==> config.mk <==
export PLATFORM = sky130hd
export DESIGN_NAME = crcw_unit
export DESIGN_NICKNAME = d
export VERILOG_FILES = /design/src/rtl/crcw_pkg.sv /design/src/rtl/crcw_fold.sv /design/src/rtl/crcw_regs.sv /design/src/rtl/crcw_engine.sv /design/src/rtl/crcw_unit.sv
export SDC_FILE = /design/constraint.sdc
export NUM_CORES = 1
export LEC_CHECK = 0
export BUFFER_PORTS_ARGS = -buffer_cell sky130_fd_sc_hd__buf_2
export CAP_MARGIN = 40
export CORE_MARGIN = 8
export CORE_UTILIZATION = 31
export DETAILED_ROUTE_END_ITERATION = 6
export HOLD_SLACK_MARGIN = 0.05
export PLACE_DENSITY = 0.52
export SLEW_MARGIN = 20
export SYNTH_ARGS = -nofsm -noshare
export SYNTH_HDL_FRONTEND = slang
export SYNTH_SLANG_ARGS = --single-unit
==> constraint.sdc <==
create_clock -name clk -period 7.8 [get_ports clk]
set_input_delay 0 -clock clk [delete_from_list [all_inputs] [get_ports clk]]
set_output_delay 0 -clock clk [all_outputs]
set_load 0.02 [all_outputs]
==> src/rtl/crcw_pkg.sv <==
package crcw_pkg;

    localparam int unsigned WORD_W = 32;
    localparam logic [WORD_W-1:0] CRC_POLY = 32'h04C1_1DB7;
    localparam logic [WORD_W-1:0] CRC_SEED = 32'hFFFF_FFFF;

    // register word indices
    localparam int unsigned REG_DATA = 0;
    localparam int unsigned REG_CTRL = 1;

    // control register bit positions
    localparam int unsigned CTRL_RELOAD_BIT = 0;
    localparam int unsigned CTRL_BUSY_BIT   = 1;

    typedef logic [WORD_W-1:0] crc_word_t;

    // decoded bus command
    typedef struct packed {
        logic reload;
        logic feed;
    } crcw_cmd_t;

    typedef enum logic [1:0] {
        SEL_DATA,
        SEL_CTRL,
        SEL_NONE
    } crcw_sel_e;

    // one serial step of the normal-form CRC register
    function automatic crc_word_t crc_bit_step(input crc_word_t cur, input logic din);
        logic fb;
        fb = cur[WORD_W-1] ^ din;
        return {cur[WORD_W-2:0], 1'b0} ^ (fb ? CRC_POLY : '0);
    endfunction

endpackage

==> src/rtl/crcw_fold.sv <==
module crcw_fold
    import crcw_pkg::*;
#(
    parameter int unsigned CHUNK = 8
) (
    input  crc_word_t        crc_in,
    input  logic [CHUNK-1:0] chunk,
    output crc_word_t        crc_out
);

    crc_word_t stage [0:CHUNK];

    assign stage[0] = crc_in;

    generate
        for (genvar i = 0; i < CHUNK; i++) begin : g_bit
            assign stage[i+1] = crc_bit_step(stage[i], chunk[CHUNK-1-i]);
        end
    endgenerate

    assign crc_out = stage[CHUNK];

endmodule

==> src/rtl/crcw_regs.sv <==
module crcw_regs
    import crcw_pkg::*;
#(
    parameter int unsigned ADDR_W = 2
) (
    input  logic              bus_wr,
    input  logic [ADDR_W-1:0] bus_addr,
    input  logic              ctrl_reload,
    input  logic              busy,
    input  crc_word_t         crc_value,
    output crcw_cmd_t         cmd,
    output crc_word_t         bus_rdata
);

    crcw_sel_e sel;

    always_comb begin
        if (bus_addr == ADDR_W'(REG_DATA))      sel = SEL_DATA;
        else if (bus_addr == ADDR_W'(REG_CTRL)) sel = SEL_CTRL;
        else                                    sel = SEL_NONE;
    end

    always_comb begin
        cmd.feed   = bus_wr && (sel == SEL_DATA) && !busy;
        cmd.reload = bus_wr && (sel == SEL_CTRL) && ctrl_reload;
    end

    always_comb begin
        bus_rdata = '0;
        case (sel)
            SEL_DATA: bus_rdata = crc_value;
            SEL_CTRL: bus_rdata[CTRL_BUSY_BIT] = busy;
            default:  bus_rdata = '0;
        endcase
    end

endmodule

==> src/rtl/crcw_engine.sv <==
module crcw_engine
    import crcw_pkg::*;
#(
    parameter int unsigned STEP_BITS = 8
) (
    input  logic      clk,
    input  logic      rst,
    input  crcw_cmd_t cmd,
    input  crc_word_t word_in,
    output crc_word_t crc_value,
    output logic      busy
);

    localparam int unsigned STEPS = WORD_W / STEP_BITS;
    localparam int unsigned CNT_W = $clog2(STEPS) + 1;

    crc_word_t          crc_q;
    crc_word_t          pend_q;
    logic [CNT_W-1:0]   left_q;
    logic [STEP_BITS-1:0] slice;
    crc_word_t          fold_out;
    crc_word_t          pend_next;

    assign slice = cmd.feed ? word_in[WORD_W-1 -: STEP_BITS]
                            : pend_q[WORD_W-1 -: STEP_BITS];

    crcw_fold #(.CHUNK(STEP_BITS)) u_fold (
        .crc_in (crc_q),
        .chunk  (slice),
        .crc_out(fold_out)
    );

    generate
        if (STEPS == 1) begin : g_single
            assign pend_next = '0;
        end else begin : g_multi
            assign pend_next = cmd.feed ? {word_in[WORD_W-STEP_BITS-1:0], {STEP_BITS{1'b0}}}
                                        : {pend_q[WORD_W-STEP_BITS-1:0], {STEP_BITS{1'b0}}};
        end
    endgenerate

    always_ff @(posedge clk) begin
        if (rst) begin
            crc_q  <= CRC_SEED;
            pend_q <= '0;
            left_q <= '0;
        end else if (cmd.reload) begin
            crc_q  <= CRC_SEED;
            pend_q <= '0;
            left_q <= '0;
        end else if (cmd.feed) begin
            crc_q  <= fold_out;
            pend_q <= pend_next;
            left_q <= CNT_W'(STEPS - 1);
        end else if (left_q != '0) begin
            crc_q  <= fold_out;
            pend_q <= pend_next;
            left_q <= left_q - 1'b1;
        end
    end

    assign crc_value = crc_q;
    assign busy      = (left_q != '0);

endmodule

==> src/rtl/crcw_unit.sv <==
module crcw_unit
    import crcw_pkg::*;
#(
    parameter int unsigned STEP_BITS = 8,
    parameter int unsigned ADDR_W    = 2
) (
    input  logic              clk,
    input  logic              rst,
    input  logic              bus_wr,
    input  logic [ADDR_W-1:0] bus_addr,
    input  logic [31:0]       bus_wdata,
    output logic [31:0]       bus_rdata,
    output logic              busy
);

    crcw_cmd_t cmd;
    crc_word_t crc_value;
    logic      busy_int;

    crcw_regs #(.ADDR_W(ADDR_W)) u_regs (
        .bus_wr     (bus_wr),
        .bus_addr   (bus_addr),
        .ctrl_reload(bus_wdata[CTRL_RELOAD_BIT]),
        .busy       (busy_int),
        .crc_value  (crc_value),
        .cmd        (cmd),
        .bus_rdata  (bus_rdata)
    );

    crcw_engine #(.STEP_BITS(STEP_BITS)) u_engine (
        .clk      (clk),
        .rst      (rst),
        .cmd      (cmd),
        .word_in  (bus_wdata),
        .crc_value(crc_value),
        .busy     (busy_int)
    );

    assign busy = busy_int;

endmodule

==> flow_metrics.tcl, run 1 <==
set metrics [dict create \
    synth_edf_count 0 \
    synth_seq_cells 59 \
    finalClockSkew_ps 8.68 \
    swShare_pct 45.6 \
    clock-sinks 59 \
    clk_pin_slew_worst_paths_ps 70 \
    post-route-util_pct 40.4 \
    postSynthCellCount 410 \
    place_inst 597 \
    gp_congestion 0.827 \
    grt_max_degree 46 \
    max_slew_margin_pct 44.7 \
    critPathKind "register to register" \
    syn_to_final_growth_pct 26.8 \
    drc 0 \
    fp-row-count 38 \
    htreeDepth 3 \
    core_area_mm2 0.0109 \
    fp.dieW_um 122 \
    dieArea_mm2 0.0148 \
    drtIter0Drc 158 \
    syn_area_mm2 0.00347 \
    synth_ff_type "dfxtp_1" \
    tritoncts "built" \
    preCtsSetupSlack_ps 4900 \
    async_flop_share_pct 0 \
    avgSynthCellArea_um2 8.46 \
    die_y_um 122 \
    yosys-top-cells-count "dfxtp_1, nor2_1, xnor2_1" \
    rsz0062_at_grt "no" \
    finalWorstPathRequiredPeriod_ps 2910 \
    status "finished, final reports clean" \
    cp.required_ps 8020 \
    powerDensity_mw_per_mm2 541 \
    p_int_mw 1.29 \
    maxClockFrequency_mhz 344 \
    seq_power_share_pct 21.7 \
    cp_max_fo 17 \
    drive_gt1_share_pct 22.2 \
    cts_resized 0 \
    viasPerCell 4.82 \
    yosysMostFrequentCell "dfxtp_1" \
    first_pass_iters 4 \
    yosys_warnings 0 \
    power_frac_comb_pct 66.5 \
    worstMarginPinSlew_ps 827 \
    hold-worst-slack_ps 276 \
    worstSetupEndpointType "register" \
    detail_route.wl_per_cell_um 15.1 \
    hold_violations 0 \
    routed_wl_um 9660 \
    grt_usage_pct 13.2 \
    fin_ws_ps 4890 \
    cts_buffers 9 \
    peakVddDrop_v 0.000204 \
    crit_path_start_kind "register" \
    grt_overflow 0 \
    clock_path_buffers 2 \
    placed_cell_area_mm2 0.00394 \
    synth_nets 449 \
    fin_cells 639 \
    p_clk_share_pct 11.8 \
    antenna_found_initial 0 \
    num_io_pins 70 \
    fin_crit_sh_pct 37.3 \
    finalSetupTns_ps 0 \
    final_nets 533 \
    dpl.hpwl_um 7040 \
    netlist.top_cell.by_area "dfxtp_1" \
    ant_nets 0 \
    p_sw_mw 1.08 \
    insertedDiodeCount 0 \
    hp-class "primary input to register" \
    grt_pass1_wl_um 15500 \
    vias 3078 \
    final_cell_area_mm2 0.00440 \
    ys_top_cells_by_area "dfxtp_1, xnor2_1, nor2_1, and2_1, a311oi_1" \
    cts-root-buf "clkbuf_8" \
    yosys.area.top_type_share_pct 34.1 \
    setup_viol 0 \
    synth.distinct_cells 39 \
    clock_latency_ps 340 \
    maxCapViolCount 0 \
    grt_pass1_vias 2980 \
    ys_seq_area_share_pct 34.1 \
    worstPathArrival_ps 3130 \
    p_leak_nw 1.72 \
    start_util_pct 31.9 \
    finalPower_mw 2.38 \
    final_max_slew_viol_count 0 \
    port_buffers 69 \
]
## layout make-up
cell class | count | area [µm²]
Sequential cell | 59 | 1180
Fill cell | 1129 | 6490
Tap cell | 140 | 175
Clock inverter | 5 | 52.6
Timing Repair Buffer | 100 | 654
Multi-Input combinational cell | 320 | 2180
Clock buffer | 11 | 141
Inverter | 4 | 15.0
## repair_timing
| item | 4_1_cts | 5_1_grt |
|---|---|---|
| hold endpoints to repair | 26 | 0 |
| hold buffers | 26 | 0 |
| setup buffers | 0 | 0 |
## cell families (layout without fill, tap and decap cells)
family / Yosys count / in the layout / share of synthesized area [%]
AND/OR/NAND/NOR: 171 / 171 / 26.9
buffers and inverters: 31 / 120 / 3.79
flip-flops: 59 / 59 / 34.1
XOR/XNOR: 62 / 62 / 18.0
AO/OA/AOI/OAI: 83 / 83 / 15.9
adder cells (fa/ha/maj): 2 / 2 / 0.721
multiplexers: 2 / 2 / 0.577
## cells in the final DEF, fill, tap and decap left out, drive strengths merged, types with 2 or more instances in the layout
cell | Yosys | routed
a211oi | 2 | 2
a21oi | 15 | 15
a22oi | 8 | 8
a311oi | 16 | 16
a31oi | 2 | 2
and2 | 31 | 31
buf | 2 | 74
clkbuf | 25 | 11
clkinv | 1 | 4
dfxtp | 59 | 59
dlygate4sd3 | 0 | 26
ha | 2 | 2
inv | 3 | 3
mux2i | 2 | 2
nand2 | 36 | 36
nand2b | 2 | 2
nand3 | 8 | 8
nand4b | 16 | 16
nor2 | 58 | 58
nor2b | 16 | 16
nor3 | 2 | 2
o211ai | 3 | 3
o21ai | 26 | 26
o22ai | 8 | 8
xnor2 | 41 | 41
xnor3 | 2 | 2
xor2 | 19 | 19
## registers in the layout, indices dropped and copies added (netlist names)
register,cells
u_engine.pend_q,24
u_engine.crc_value,32
u_engine.left_q,3
## critical path, stage by stage (launching register included)
cell,delay (ps)
dfxtp_1,320
inv_1,80
ha_1,200
nor4b_4,700
nand4b_1,260
nand3_4,200
xnor3_2,480
xnor3_1,370
nor2_1,90
o21ai_1,60
## final timing paths
path | startpoint | end | slack, ps | cells after the start
worst max-delay path | u_engine.left_q[0]$_SDFFE_PP0P_ | u_engine.crc_value[6]$_SDFFE_PP1P_ | 4890 | 9
worst max register to register | u_engine.left_q[0]$_SDFFE_PP0P_ | u_engine.crc_value[6]$_SDFFE_PP1P_ | 4890 | 9
worst min-delay path | bus_addr[0] | u_engine.crc_value[3]$_SDFFE_PP1P_ | 280 | 4
worst min register to register | u_engine.left_q[0]$_SDFFE_PP0P_ | u_engine.left_q[0]$_SDFFE_PP0P_ | 470 | 1
## layer usage
layer  share of wire, %  vias up  track usage (%)
li1                   -     1574                -
met1                 46     1420             17.4
met2                 46       77             20.6
met3                6.7        7             3.75
met4                1.2        0             4.01
met5                  0        -                0
## power groups by stage
stage	clock, mW	combinational (mW)	sequential, mW
final	0.281	1.58	0.515
after global routing	0.300	1.75	0.531
after CTS	0.288	1.60	0.517
after detailed placement	0	1.58	0.524
after global placement	0	1.57	0.523
after floorplan	0	1.30	0.486
Power figures use the tool's default switching activity.
==> run 2: changes to the inputs <==
==> constraint.sdc (replaced) <==
create_clock -name clk -period 2.7 [get_ports clk]
set_input_delay 0 -clock clk [delete_from_list [all_inputs] [get_ports clk]]
set_output_delay 0 -clock clk [all_outputs]
set_load 0.02 [all_outputs]
==> run 2 against run 1 <==
  * Critical path type unchanged
  * Sequential share of layout area down 0.53 points
  * Setup slack worse by 4800 ps
  * Cell area up 2.0%
  * Flip-flop and latch count unchanged
==> flow_metrics.tcl, run 2 (same netlist as run 1, synthesis figures left out) <==
set metrics [dict create \
    status "finished, final reports clean" \
    path_common_cell "xnor2_1" \
    crit_path_start_kind "register" \
    htreeDepth 3 \
    ant_nets 0 \
    rsz0062_at_grt "yes" \
    fin_crit_sh_pct 95.7 \
    die_y_um 122 \
    vias 3110 \
    antenna_found_initial 0 \
    worstPathArrival_ps 2810 \
    worstSetupEndpointType "register" \
    fp-row-count 38 \
    dpl.hpwl_um 6970 \
    clock_latency_ps 340 \
    num_io_pins 70 \
    maxCapViolCount 0 \
    hp-class "primary input to register" \
    core_area_mm2 0.0109 \
    max_slew_margin_pct 45.2 \
    grt_usage_pct 13.7 \
    p_int_mw 4.05 \
    grt_max_degree 55 \
    drive_gt1_share_pct 24.2 \
    path_delay_family "simple AND/OR/NAND/NOR gates" \
    clk_pin_slew_worst_paths_ps 70 \
    cts-root-buf "clkbuf_8" \
    power_frac_comb_pct 68.2 \
    postCtsSetupBuffers 0 \
    cts_buffers 9 \
    finalClockSkew_ps 8.20 \
    worstMarginPinSlew_ps 822 \
    grt_overflow 0 \
    tritoncts "built" \
    final_cell_area_mm2 0.00449 \
    met1_length_um 4640 \
    viasPerCell 4.80 \
    peakVddDrop_v 0.000673 \
    maxClockFrequency_mhz 387 \
    rr_startpoint "u_engine.left_q[0]$_SDFFE_PP0P_" \
    insertedDiodeCount 0 \
    finalPower_mw 7.23 \
    post-route-util_pct 41.2 \
    swShare_pct 44.0 \
    port_buffers 69 \
    routed_wl_um 9750 \
    hp-start "rst" \
    worst-path-buf-inv 1 \
    setup_viol 0 \
    p_clk_share_pct 11.2 \
    placed_cell_area_mm2 0.00404 \
    seq_power_share_pct 20.6 \
    final_cell_mix "buf_2, dfxtp_1, nor2_1, xnor2_1, nand2_1" \
    gp_congestion 0.795 \
    path_cells "inv_1 > ha_1 > or4b_4 > o22ai_1 > nand3_2 > xor2_4 > xnor2_1 > xnor2_1 > a31oi_1" \
    r2r_setup_slack_ps 120 \
    dieArea_mm2 0.0148 \
    critPathMaxStageDelay_ps 560 \
    cp_max_fo 9 \
    critPathKind "register to register" \
    p_leak_nw 1.78 \
    syn_to_final_growth_pct 29.3 \
    clock-sinks 59 \
    largest_reg_flops 32 \
    hold-worst-slack_ps 104 \
    dr.max_layer_used "met4" \
    clock_path_buffers 2 \
    slowest_stage "or4b_4" \
    grt_pass1_wl_um 16100 \
    final_max_slew_viol_count 0 \
    wl_met2_um 4500 \
    drc 0 \
    powerDensity_mw_per_mm2 1610 \
    drtIter0Drc 175 \
    final_nets 543 \
    detail_route.wl_per_cell_um 15.0 \
    p_sw_mw 3.18 \
    final_common_cell "buf_2" \
    grt_pass1_vias 3080 \
    fp.dieW_um 122 \
    first_pass_iters 5 \
    start_util_pct 31.9 \
    route.met3.wl_um 462 \
    finalWorstPathRequiredPeriod_ps 2580 \
    crit_start "u_engine.left_q[0]$_SDFFE_PP0P_" \
    cp.required_ps 2920 \
    hold_violations 0 \
]
run 2: per-stage QoR:
stage / instances / TNS, ps / setup WS (ps)
after floorplan: 410 / 0 / 148
after global placement: 609 / 0 / 2.75
after detailed placement: 609 / -108 / -62.6
after CTS: 648 / 0 / 99.5
after global routing: 648 / -7.25 / -5.99
final: 648 / 0 / 116
run 2: timing repair:
action,4_1_cts,5_1_grt
endpoints found under the setup margin,6,2
gates resized for setup,2,0
hold buffers,24,0
hold endpoints to repair,24,0
run 2: path summary, 6_finish.rpt:
kind / depth (start not counted) / endpoint
setup / recovery: 9 / u_engine.crc_value[14]$_SDFFE_PP1P_
setup reg to reg: 9 / u_engine.crc_value[14]$_SDFFE_PP1P_
hold reg to reg: 1 / u_engine.left_q[0]$_SDFFE_PP0P_
hold / removal: 4 / u_engine.crc_value[3]$_SDFFE_PP1P_
run 2: layout make-up:
| cell class | instances | area (µm²) |
|---|---|---|
| clock inverters | 5 | 53.8 |
| well taps | 140 | 175 |
| repair buffers | 110 | 738 |
| inverters | 4 | 15.0 |
| flip-flops and latches | 59 | 1180 |
| clock buffers | 10 | 138 |
| multi-input cells | 320 | 2180 |
| fillers | 1096 | 6400 |
run 2: metal layers:
layer / GRT usage (%) / vias up
met1: 17.5 / 1443
met2: 21.7 / 66
li1: - / 1588
met4: 4.86 / 0
met5: 0 / -
met3: 3.66 / 13
run 2: tightest hold or removal path, stage by stage:
cell and delay [ps]:
buf_2 90, a41oi_1 40, buf_4 200, nand2b_1 90
run 2: power groups by stage:
stage | clock network [mW] | registers [mW] | logic (mW)
2_1_floorplan | 0 | 1.40 | 3.77
3_3_place_gp | 0 | 1.50 | 4.88
4_1_cts | 0.832 | 1.49 | 4.99
3_5_place_dp | 0 | 1.51 | 4.90
5_1_grt | 0.872 | 1.55 | 5.45
6_report | 0.807 | 1.49 | 4.93
